<file path="config.mk">
export PLATFORM = sky130hd
export DESIGN_NAME = pwr_domain_seq
export DESIGN_NICKNAME = d
export VERILOG_FILES = /design/src/rtl/pds_pkg.sv /design/src/rtl/pds_us_timer.sv /design/src/rtl/pds_mem_stepper.sv /design/src/rtl/pwr_domain_seq.sv
export SDC_FILE = /design/constraint.sdc
export NUM_CORES = 1
export LEC_CHECK = 0
export ABC_AREA = 0
export BUFFER_PORTS_ARGS = -buffer_cell sky130_fd_sc_hd__clkbuf_2
export CAP_MARGIN = 40
export CORE_UTILIZATION = 55
export DETAILED_ROUTE_END_ITERATION = 8
export MAX_ROUTING_LAYER = met4
export PLACE_DENSITY = 0.86
export SLEW_MARGIN = 0
export SYNTH_ARGS = -nofsm -noshare
export SYNTH_HDL_FRONTEND = slang
export SYNTH_HIERARCHICAL = 1
export SYNTH_SLANG_ARGS = --single-unit
</file>
<file path="constraint.sdc">
create_clock -name clk -period 4.5 [get_ports clk]
set_clock_uncertainty 0.2 [all_clocks]
set_input_delay 0 -clock clk [delete_from_list [all_inputs] [get_ports clk]]
set_output_delay 0 -clock clk [all_outputs]
set_load 0.01 [all_outputs]
</file>
<file path="src/rtl/pds_pkg.sv">
package pds_pkg;

    typedef enum logic [3:0] {
        ST_INIT,
        ST_IDLE,
        ST_LEAD_W,
        ST_MEM_W,
        ST_TAIL_W,
        ST_SWOFF_W,
        ST_CLKB_OFF,
        ST_ON_ISO,
        ST_ON_UNRST,
        ST_ON_CLKA,
        ST_ON_CLKB
    } seq_state_e;

    typedef struct packed {
        seq_state_e st;
        logic       going_on;
        logic       ext;
        logic       iso;
        logic       sw;
        logic       rst;
        logic       clka;
        logic       clkb;
        logic       busy;
        logic       done;
    } seq_regs_t;

endpackage

</file>
<file path="src/rtl/pds_us_timer.sv">
module pds_us_timer #(
    parameter int CLK_FREQ_HZ = 24_000_000,
    parameter int CNT_W       = 15
) (
    input  logic             clk,
    input  logic             rst_n,
    input  logic             load,
    input  logic [CNT_W-1:0] load_val,
    output logic             expired
);
    localparam int DIV = (CLK_FREQ_HZ / 1_000_000 < 1) ? 1 : CLK_FREQ_HZ / 1_000_000;
    localparam int PW  = (DIV > 1) ? $clog2(DIV) : 1;

    typedef struct packed {
        logic [PW-1:0]    presc;
        logic [CNT_W-1:0] cnt;
    } tmr_t;

    tmr_t tmr_d, tmr_q;
    logic tick;

    assign tick    = (tmr_q.presc == PW'(DIV - 1));
    assign expired = tick && (tmr_q.cnt == CNT_W'(1));

    always_comb begin
        tmr_d = tmr_q;
        if (load) begin
            tmr_d.presc = '0;
            tmr_d.cnt   = load_val;
        end else begin
            tmr_d.presc = tick ? '0 : tmr_q.presc + PW'(1);
            if (tick && tmr_q.cnt != '0) begin
                tmr_d.cnt = tmr_q.cnt - CNT_W'(1);
            end
        end
    end

    always_ff @(posedge clk or negedge rst_n) begin
        if (!rst_n) begin
            tmr_q <= '0;
        end else begin
            tmr_q <= tmr_d;
        end
    end
endmodule

</file>
<file path="src/rtl/pds_mem_stepper.sv">
module pds_mem_stepper #(
    parameter int BANK_W     = 32,
    parameter int AUX_W      = 8,
    parameter int BASE_BANKS = 2,
    parameter int EXT_BANKS  = 3
) (
    input  logic                        clk,
    input  logic                        rst_n,
    input  logic                        init_en,
    input  logic                        init_val,
    input  logic                        rewind,
    input  logic                        step,
    input  logic                        set_val,
    input  logic                        ext,
    output logic [EXT_BANKS*BANK_W-1:0] pd,
    output logic [AUX_W-1:0]            aux,
    output logic                        all_done
);
    localparam int PAIR_W  = 2;
    localparam int PD_W    = EXT_BANKS * BANK_W;
    localparam int PAIRS   = BANK_W / PAIR_W;
    localparam int GRP_MAX = EXT_BANKS * PAIRS + AUX_W;
    localparam int GW      = $clog2(GRP_MAX + 1);

    typedef struct packed {
        logic [PD_W-1:0]  pd;
        logic [AUX_W-1:0] aux;
        logic [GW-1:0]    grp;
    } stp_t;

    stp_t stp_d, stp_q;
    logic [GW-1:0] bank_grps;

    assign bank_grps = ext ? GW'(EXT_BANKS * PAIRS) : GW'(BASE_BANKS * PAIRS);
    assign all_done  = (stp_q.grp == bank_grps + GW'(AUX_W));
    assign pd        = stp_q.pd;
    assign aux       = stp_q.aux;

    always_comb begin
        stp_d = stp_q;
        if (rewind) begin
            stp_d.grp = '0;
        end
        if (init_en) begin
            stp_d.pd  = {PD_W{init_val}};
            stp_d.aux = {AUX_W{init_val}};
        end else if (step) begin
            for (int j = 0; j < PD_W; j++) begin
                if (GW'(j / PAIR_W) == stp_q.grp && stp_q.grp < bank_grps) begin
                    stp_d.pd[j] = set_val;
                end
            end
            for (int k = 0; k < AUX_W; k++) begin
                if (stp_q.grp == bank_grps + GW'(k)) begin
                    stp_d.aux[k] = set_val;
                end
            end
            stp_d.grp = stp_q.grp + GW'(1);
        end
    end

    always_ff @(posedge clk or negedge rst_n) begin
        if (!rst_n) begin
            stp_q.pd  <= '1;
            stp_q.aux <= '1;
            stp_q.grp <= '0;
        end else begin
            stp_q <= stp_d;
        end
    end
endmodule

</file>
<file path="src/rtl/pwr_domain_seq.sv">
module pwr_domain_seq #(
    parameter int CLK_FREQ_HZ  = 24_000_000,
    parameter int BANK_W       = 32,
    parameter int AUX_W        = 8,
    parameter int BASE_BANKS   = 2,
    parameter int EXT_BANKS    = 3,
    parameter int LEAD_US      = 20,
    parameter int STEP_US      = 5,
    parameter int TAIL_US      = 20,
    parameter int SW_SETTLE_US = 20_000
) (
    input  logic                        clk,
    input  logic                        rst_n,
    input  logic                        pwr_init,
    input  logic                        mode_ext,
    input  logic                        start_on,
    input  logic                        start_off,
    output logic                        iso_en,
    output logic                        sw_on,
    output logic                        dom_rst,
    output logic                        clka_en,
    output logic                        clkb_en,
    output logic [EXT_BANKS*BANK_W-1:0] mem_pd,
    output logic [AUX_W-1:0]            mem_pd_aux,
    output logic                        busy,
    output logic                        done,
    output logic                        powered
);
    import pds_pkg::*;

    localparam int PD_W   = EXT_BANKS * BANK_W;
    localparam int MAX_A  = (LEAD_US > STEP_US) ? LEAD_US : STEP_US;
    localparam int MAX_B  = (TAIL_US > SW_SETTLE_US) ? TAIL_US : SW_SETTLE_US;
    localparam int MAX_US = (MAX_A > MAX_B) ? MAX_A : MAX_B;
    localparam int CNT_W  = $clog2(MAX_US + 1);

    seq_regs_t        seq_d, seq_q;
    logic             t_load;
    logic [CNT_W-1:0] t_val;
    logic             t_exp;
    logic             m_init, m_init_val, m_rewind, m_step, m_all_done;

    pds_us_timer #(
        .CLK_FREQ_HZ (CLK_FREQ_HZ),
        .CNT_W       (CNT_W)
    ) timer_i (
        .clk      (clk),
        .rst_n    (rst_n),
        .load     (t_load),
        .load_val (t_val),
        .expired  (t_exp)
    );

    pds_mem_stepper #(
        .BANK_W     (BANK_W),
        .AUX_W      (AUX_W),
        .BASE_BANKS (BASE_BANKS),
        .EXT_BANKS  (EXT_BANKS)
    ) stepper_i (
        .clk      (clk),
        .rst_n    (rst_n),
        .init_en  (m_init),
        .init_val (m_init_val),
        .rewind   (m_rewind),
        .step     (m_step),
        .set_val  (!seq_q.going_on),
        .ext      (seq_q.ext),
        .pd       (mem_pd),
        .aux      (mem_pd_aux),
        .all_done (m_all_done)
    );

    always_comb begin
        seq_d      = seq_q;
        seq_d.done = 1'b0;
        t_load     = 1'b0;
        t_val      = '0;
        m_init     = 1'b0;
        m_init_val = 1'b0;
        m_rewind   = 1'b0;
        m_step     = 1'b0;
        case (seq_q.st)
            ST_INIT: begin
                if (pwr_init) begin
                    seq_d.sw   = 1'b1;
                    seq_d.iso  = 1'b0;
                    seq_d.clka = 1'b1;
                    seq_d.clkb = 1'b1;
                    m_init     = 1'b1;
                end
                seq_d.st = ST_IDLE;
            end
            ST_IDLE: begin
                if (start_off) begin
                    if (seq_q.sw) begin
                        seq_d.iso      = 1'b1;
                        seq_d.busy     = 1'b1;
                        seq_d.going_on = 1'b0;
                        seq_d.ext      = mode_ext;
                        m_rewind       = 1'b1;
                        t_load         = 1'b1;
                        t_val          = CNT_W'(LEAD_US);
                        seq_d.st       = ST_LEAD_W;
                    end else begin
                        seq_d.done = 1'b1;
                    end
                end else if (start_on) begin
                    if (!seq_q.sw) begin
                        seq_d.sw       = 1'b1;
                        seq_d.busy     = 1'b1;
                        seq_d.going_on = 1'b1;
                        seq_d.ext      = mode_ext;
                        m_rewind       = 1'b1;
                        t_load         = 1'b1;
                        t_val          = CNT_W'(LEAD_US);
                        seq_d.st       = ST_LEAD_W;
                    end else begin
                        seq_d.done = 1'b1;
                    end
                end
            end
            ST_LEAD_W: begin
                if (t_exp) begin
                    m_step   = 1'b1;
                    t_load   = 1'b1;
                    t_val    = CNT_W'(STEP_US);
                    seq_d.st = ST_MEM_W;
                end
            end
            ST_MEM_W: begin
                if (t_exp) begin
                    t_load = 1'b1;
                    if (m_all_done) begin
                        t_val    = CNT_W'(TAIL_US);
                        seq_d.st = ST_TAIL_W;
                    end else begin
                        m_step = 1'b1;
                        t_val  = CNT_W'(STEP_US);
                    end
                end
            end
            ST_TAIL_W: begin
                if (t_exp) begin
                    if (seq_q.going_on) begin
                        seq_d.rst = 1'b1;
                        seq_d.st  = ST_ON_ISO;
                    end else begin
                        seq_d.sw = 1'b0;
                        t_load   = 1'b1;
                        t_val    = CNT_W'(SW_SETTLE_US);
                        seq_d.st = ST_SWOFF_W;
                    end
                end
            end
            ST_SWOFF_W: begin
                if (t_exp) begin
                    seq_d.clka = 1'b0;
                    seq_d.st   = ST_CLKB_OFF;
                end
            end
            ST_CLKB_OFF: begin
                seq_d.clkb = 1'b0;
                seq_d.busy = 1'b0;
                seq_d.done = 1'b1;
                seq_d.st   = ST_IDLE;
            end
            ST_ON_ISO: begin
                seq_d.iso = 1'b0;
                seq_d.st  = ST_ON_UNRST;
            end
            ST_ON_UNRST: begin
                seq_d.rst = 1'b0;
                seq_d.st  = ST_ON_CLKA;
            end
            ST_ON_CLKA: begin
                seq_d.clka = 1'b1;
                seq_d.st   = ST_ON_CLKB;
            end
            ST_ON_CLKB: begin
                seq_d.clkb = 1'b1;
                seq_d.busy = 1'b0;
                seq_d.done = 1'b1;
                seq_d.st   = ST_IDLE;
            end
            default: seq_d.st = ST_IDLE;
        endcase
    end

    always_ff @(posedge clk or negedge rst_n) begin
        if (!rst_n) begin
            seq_q.st       <= ST_INIT;
            seq_q.going_on <= 1'b0;
            seq_q.ext      <= 1'b0;
            seq_q.iso      <= 1'b1;
            seq_q.sw       <= 1'b0;
            seq_q.rst      <= 1'b0;
            seq_q.clka     <= 1'b0;
            seq_q.clkb     <= 1'b0;
            seq_q.busy     <= 1'b0;
            seq_q.done     <= 1'b0;
        end else begin
            seq_q <= seq_d;
        end
    end

    assign iso_en  = seq_q.iso;
    assign sw_on   = seq_q.sw;
    assign dom_rst = seq_q.rst;
    assign clka_en = seq_q.clka;
    assign clkb_en = seq_q.clkb;
    assign busy    = seq_q.busy;
    assign done    = seq_q.done;
    assign powered = seq_q.sw;
endmodule

</file>
# After elaboration in Yosys (flattened, before gate mapping)
# Index checks and enable logic that the tools add are counted.
totals:
  regBits: 143
  in_bits: 6
  out_inout_bits: 112
  word_cells: 469
classes:
  n_addsub: 11
  magnitude_cmp: 1
  n_eq_ne: 85
  n_mux: 118
  n_reduce_logical: 185
op_table:
  columns: ["op", "count"]
  rows:
  - ["2-bit nonzero test", 61]
  - ["2-bit AND reduction", 57]
  - ["110-bit 2-to-1 mux", 1]
  - ["104-bit 2-to-1 mux", 1]
  - ["5-bit by 6-bit == test with 1-bit output (first input constant)", 16]
  - ["6-bit == test (first input constant)", 16]
  - ["1-bit 2-to-1 mux", 76]
  - ["15-bit 2-to-1 mux", 4]
  - ["15-bit one-hot mux with 4 select lines", 1]
  - ["6-bit == test", 9]
  - ["1-bit logical AND", 50]
  - ["4-bit by 6-bit == test with 1-bit output (first input constant)", 8]
  - ["5-bit 2-to-1 mux", 7]
  - ["4-bit one-hot mux with 8 select lines", 1]
  - ["6-bit 2-to-1 mux", 5]
  - ["2-bit != test (second input constant)", 13]
  - ["6-bit by 3-bit adder with 6-bit output (second input constant)", 4]
  - ["3-bit by 6-bit == test with 1-bit output (first input constant)", 4]
  - ["20-bit 2-to-1 mux", 1]
  - ["4-bit 2-to-1 mux", 5]
  - ["4-bit by 3-bit == test with 1-bit output (second input constant)", 4]
  - ["15-bit by 1-bit == test with 1-bit output (second input constant)", 1]
  - ["1-bit one-hot mux with 3 select lines", 5]
  - ["15-bit nonzero test", 1]
  - ["other kinds (28)", 49]

# Logic depth before layout (Yosys ltp)
depth:
  depth_word: 8
  depth_mapped: 12
  ltp_nobuf: 10

# Hierarchy
# Netlist, hierarchy kept.
modules_own_cells:
  columns: ["mod", "n_inst", "cells_per_inst", "area_each_um2", "seq_area_each_um2"]
  rows:
  - ["pds_mem_stepper", 1, 349, 4000.1, 1621.6]
  - ["pds_us_timer", 1, 134, 1207.4, 500.5]
  - ["pwr_domain_seq", 1, 111, 964.7, 326.6]

# Worst setup path before layout
# Ideal clock, no wire load.
synth_path:
  path_kind: "register -> register"
  from: "reg timer_i/tmr_q[15] (netlist name)"
  to: "reg, netlist name stepper_i/pd[0]"
  arrival_ps: 2742
  t_required_ps: 4215
  slack_ps: 1473
  path_stages_with_launch: 12
  n_path_buf: 2
  cell_sequence: "dfrtp_1 > ha_1 > and4b_1 > buf_2 > nand4_1 > nor2_1 > nand3_1 > a21oi_1 > nor3b_4 > buf_6 > a21oi_1 > mux2_1"
synth_between:
  elab_chain_cells: 6
synth_lines:
  columns: ["item", "line_no", "text"]
  rows:
  - ["from (decl)", "pds_us_timer.sv:19", "tmr_t tmr_d, tmr_q;"]
  - ["from (signal assigned)", "pds_us_timer.sv:42", "tmr_q <= tmr_d;"]
  - ["5-bit == test *", "pds_us_timer.sv:22", "assign tick = (tmr_q.presc == PW'(DIV - 1));"]
  - ["1-bit logical AND *", "pds_us_timer.sv:23", "assign expired = tick && (tmr_q.cnt == CNT_W'(1));"]
  - ["named net t_exp", "pwr_domain_seq.sv:40", "logic t_exp;"]
  - ["1-bit 2-to-1 mux, on equally long branches", "pwr_domain_seq.sv:131, pwr_domain_seq.sv:123", null]
  - ["1-bit one-hot mux with 2 select lines *", "pwr_domain_seq.sv:82", "case (seq_q.st)"]
  - ["named net m_step", "pwr_domain_seq.sv:41", "logic m_init, m_init_val, m_rewind, m_step, m_all_done;"]
  - ["2-bit nonzero test (no source line) *", null, null]
  - ["2-bit AND reduction (no source line) *", null, null]
# Mark *: on every way through the listed nets, which the timed path passes. The rest lies on a longest branch.
# A chain may end at the register's enable or synchronous reset.

# Final worst setup path
layout_path:
  from: "reg timer_i/tmr_q[15] (netlist name)"
  to: "reg, netlist name stepper_i/pd[38]"
layout_between:
  elab_chain_cells: 6
layout_lines:
  columns: ["item", "line_no"]
  rows:
  - ["5-bit == test *", "pds_us_timer.sv:22"]
  - ["1-bit logical AND *", "pds_us_timer.sv:23"]
  - ["named net t_exp", "pwr_domain_seq.sv:40"]
  - ["1-bit 2-to-1 mux, on equally long branches", "pwr_domain_seq.sv:131, pwr_domain_seq.sv:123"]
  - ["1-bit one-hot mux with 2 select lines *", "pwr_domain_seq.sv:82"]
  - ["named net m_step", "pwr_domain_seq.sv:41"]
  - ["2-bit nonzero test (no source line) *", null]
  - ["2-bit AND reduction (no source line) *", null]
# Marked as above.

==> impl_results.md <==
* Status: finished clean
* Measured slew at the worst slew-check pin at 0.754 ns
* 1st-pass router iterations at 5
* Vias in the first global route at between 4000 and 5000
* Die X at 108 um
* Die footprint at 11700 um^2
* Clock period minus worst slack at around 3.9 ns
* CTS HTree Levels at 3
* DR iter-0 viols at around 230
* RSZ-0062 raised after global routing: false
* CTS tree: done
* CP Data Required Time at between 4 and 5 ns
* Max_cap viols at 0
* ANT cells at 0
* Total negative setup slack at 0 ns
* Bufs on Longest Clock Path at 2
* Post-DP HPWL at 8.69 mm
* Clk slew on worst S/H paths at roughly 0.11 ns
* Io pins at 118
* F_max at between 200 and 300 MHz
* Synth cell types at 75
* Total chip power at between 2 and 3 mW
* Die height at 108 um
* Ys async rst share at 1.00
* Critical Path End Type: flip-flop
* Vias at 4371
* Core outline area at 10900 um^2
* Logic gate share of total power at 0.299
* Relative slew margins at 0.498
* Drt total wl at 12.5 mm
* Net Sw Frac at 0.372
* First-pass GRT wire length at 20.6 mm
* Post-synth top flop: dfstp_2
* Yosys warning total at 6
* Overflow after GRT at 0
* Final net count at between 600 and 700
* Number of flops mapped to enable cells by yosys at 0
* Initial antenna violation count at 0
* Area delta synth->final at 1.24%
* Worst-skew pair later-pin latency at about 0.37 ns
* Number of CTS-inserted buffers at 9
* Register bit total from synthesis at 95
* Largest net degree at the start of global routing at 60
* GP Congestion at 0.931
* Synthesized area at 6170 um^2
* Int Power at 1.68 mW
* Post-synthesis sequential area ratio at 0.397
* Hold Vio Cnt, Final at 0
* Clock sink count at 95
* Worst-path fanout max at 16
* Synth Instances at a little under 600
* Crit path launch type: flip-flop
* Tcrit/Tclk final at 0.863
* DR vias/cell at 5.85
* Worst r2r src: timer_i/tmr_q[15]
* Avg Cell Area, Syn at 10.4 um^2
* Initial Utilization at 0.567
* Power per cell area at 428 nW/um^2
* Share of cells above drive strength 1 at 0.461
* Commonest non-fill, non-tap cell in the layout: clkbuf_2
* Final setup violation count at 0
* Leakage power at 2.86 nW
* Final Max Slew Viols at 0
* Post-route ant nets at 0
* Net switching power at about 1.0 mW
* DRC viols at 0
* DR WL/cell at 16.8 um
* Reg power frac at 0.490
* Hold Crit Class: in2async
* CP Data Arrival Time at 3.98 ns
* Most frequent cells in the layout: clkbuf_2 (116), dfstp_2 (57), a21oi_1 (46), dfrtp_1 (38), mux2_2 (33)
* Clk network pwr share at 0.211
* Crit Path Class: reg2reg
* Num rows at 38
* GRT Util Overall at 0.229
* PortBufs at 117
* Worst vdd ir at 0.000192 V
* Root Buffer: clkbuf_8
* CP startpoint: timer_i/tmr_q[15]
==> flip-flops by register name, summed over array words and instances, names as in the netlist, 6 cells and up <==
signal           count
timer_i/tmr_q       20
seq_q                6
stepper_i/pd        48
stepper_i/stp_q      6
stepper_i/aux        8
==> repair_timing <==
item | CTS | global route
gates resized for setup | 0 | 0
endpoints found under the hold margin | 64 | 0
hold buffers | 7 | 0
setup buffers | 0 | 0
==> critical path: stages (launching register included) <==
cell and delay, ns:
dfrtp_1 0.39, ha_1 0.25, and4b_1 0.46, nand4_1 0.24, nor2_1 0.39, nand3_1 0.23, a21oi_1 0.41, and3b_1 0.73
a21oi_1 0.17, mux2_1 0.35
==> synth_stat cells, types with 7 or more instances <==
cell type,count,area share
inv_1,15,0.0091
a21oi_1,46,0.037
nor3_1,7,0.0057
dfrtp_1,38,0.15
dfstp_2,57,0.24
mux2_2,33,0.060
nand2_1,22,0.013
nor2_1,22,0.013
o31ai_1,8,0.0097
ha_1,10,0.020
nand3_1,12,0.0097
buf_2,18,0.015
and3_1,7,0.0071
mux2_1,15,0.027
nand4_1,7,0.0071
a21oi_2,18,0.026
buf_6,7,0.013
o21ai_0,11,0.0089
a31oi_1,16,0.016
mux2_4,11,0.027
buf_4,107,0.13
==> power groups by stage <==
stage               logic [mW]  clock network, mW  registers, mW
CTS                      0.800              0.585           1.31
floorplan                0.736                  0           1.24
global placement         0.750                  0           1.30
detailed placement       0.783                  0           1.32
finish                   0.800              0.566           1.31
global route             0.888              0.619           1.34
==> kinds of logic after synthesis <==
| family | after synthesis | synth area share |
|---|---|---|
| buffers and inverters | 157 | 0.177 |
| multiplexers | 65 | 0.124 |
| AO/OA/AOI/OAI | 135 | 0.151 |
| adder cells (fa/ha/maj) | 10 | 0.0203 |
| XOR/XNOR | 5 | 0.00710 |
| flip-flops | 95 | 0.397 |
| other | 1 | 0.000608 |
| AND/OR/NAND/NOR | 126 | 0.123 |
==> worst paths after layout <==
path | slack, ns | end | cells past startpoint
worst max-delay path | 0.62 | stepper_i/pd[38] | 9
max in group asynchronous | 3.09 | stepper_i/aux[7] | 3
worst min register to register | 0.29 | timer_i/tmr_q[15] | 1
min in group clk | 0.29 | timer_i/tmr_q[15] | 1
worst max register to register | 0.62 | stepper_i/pd[38] | 9
worst min-delay path | 0.04 | seq_q[10] | 2
==> per-layer routing <==
layer  GRT usage  share of wire  vias up
met4      0.0753          0.022        0
li1            -              -     2023
met1       0.292           0.42     2109
met5           -              0        -
met3      0.0356          0.059       32
met2       0.372           0.50      207
==> stage by stage <==
step | cells | util | hold slack (ns) | area (um^2) | setup slack [ns]
3_3_place_gp | 724 | 0.549 | -0.0987 | 5980 | 0.918
2_1_floorplan | 601 | - | -0.496 | 6200 | 1.47
3_5_place_dp | 724 | 0.549 | -0.0804 | 5980 | 0.757
6_report | 747 | 0.574 | 0.0433 | 6250 | 0.619
4_1_cts | 747 | 0.574 | 0.0632 | 6250 | 0.735
5_1_grt | 747 | 0.574 | 0.112 | 6250 | 0.365
==> cell type report <==
type	count	area (um^2)
Fill cell	890	4640
Multi-Input combinational cell	349	2660
Sequential cell	95	2450
Timing Repair Buffer	130	703
Tap cell	140	175
Clock buffer	9	124
Clock inverter	7	76.3
Inverter	17	63.8
Power figures use the tool's default switching activity.
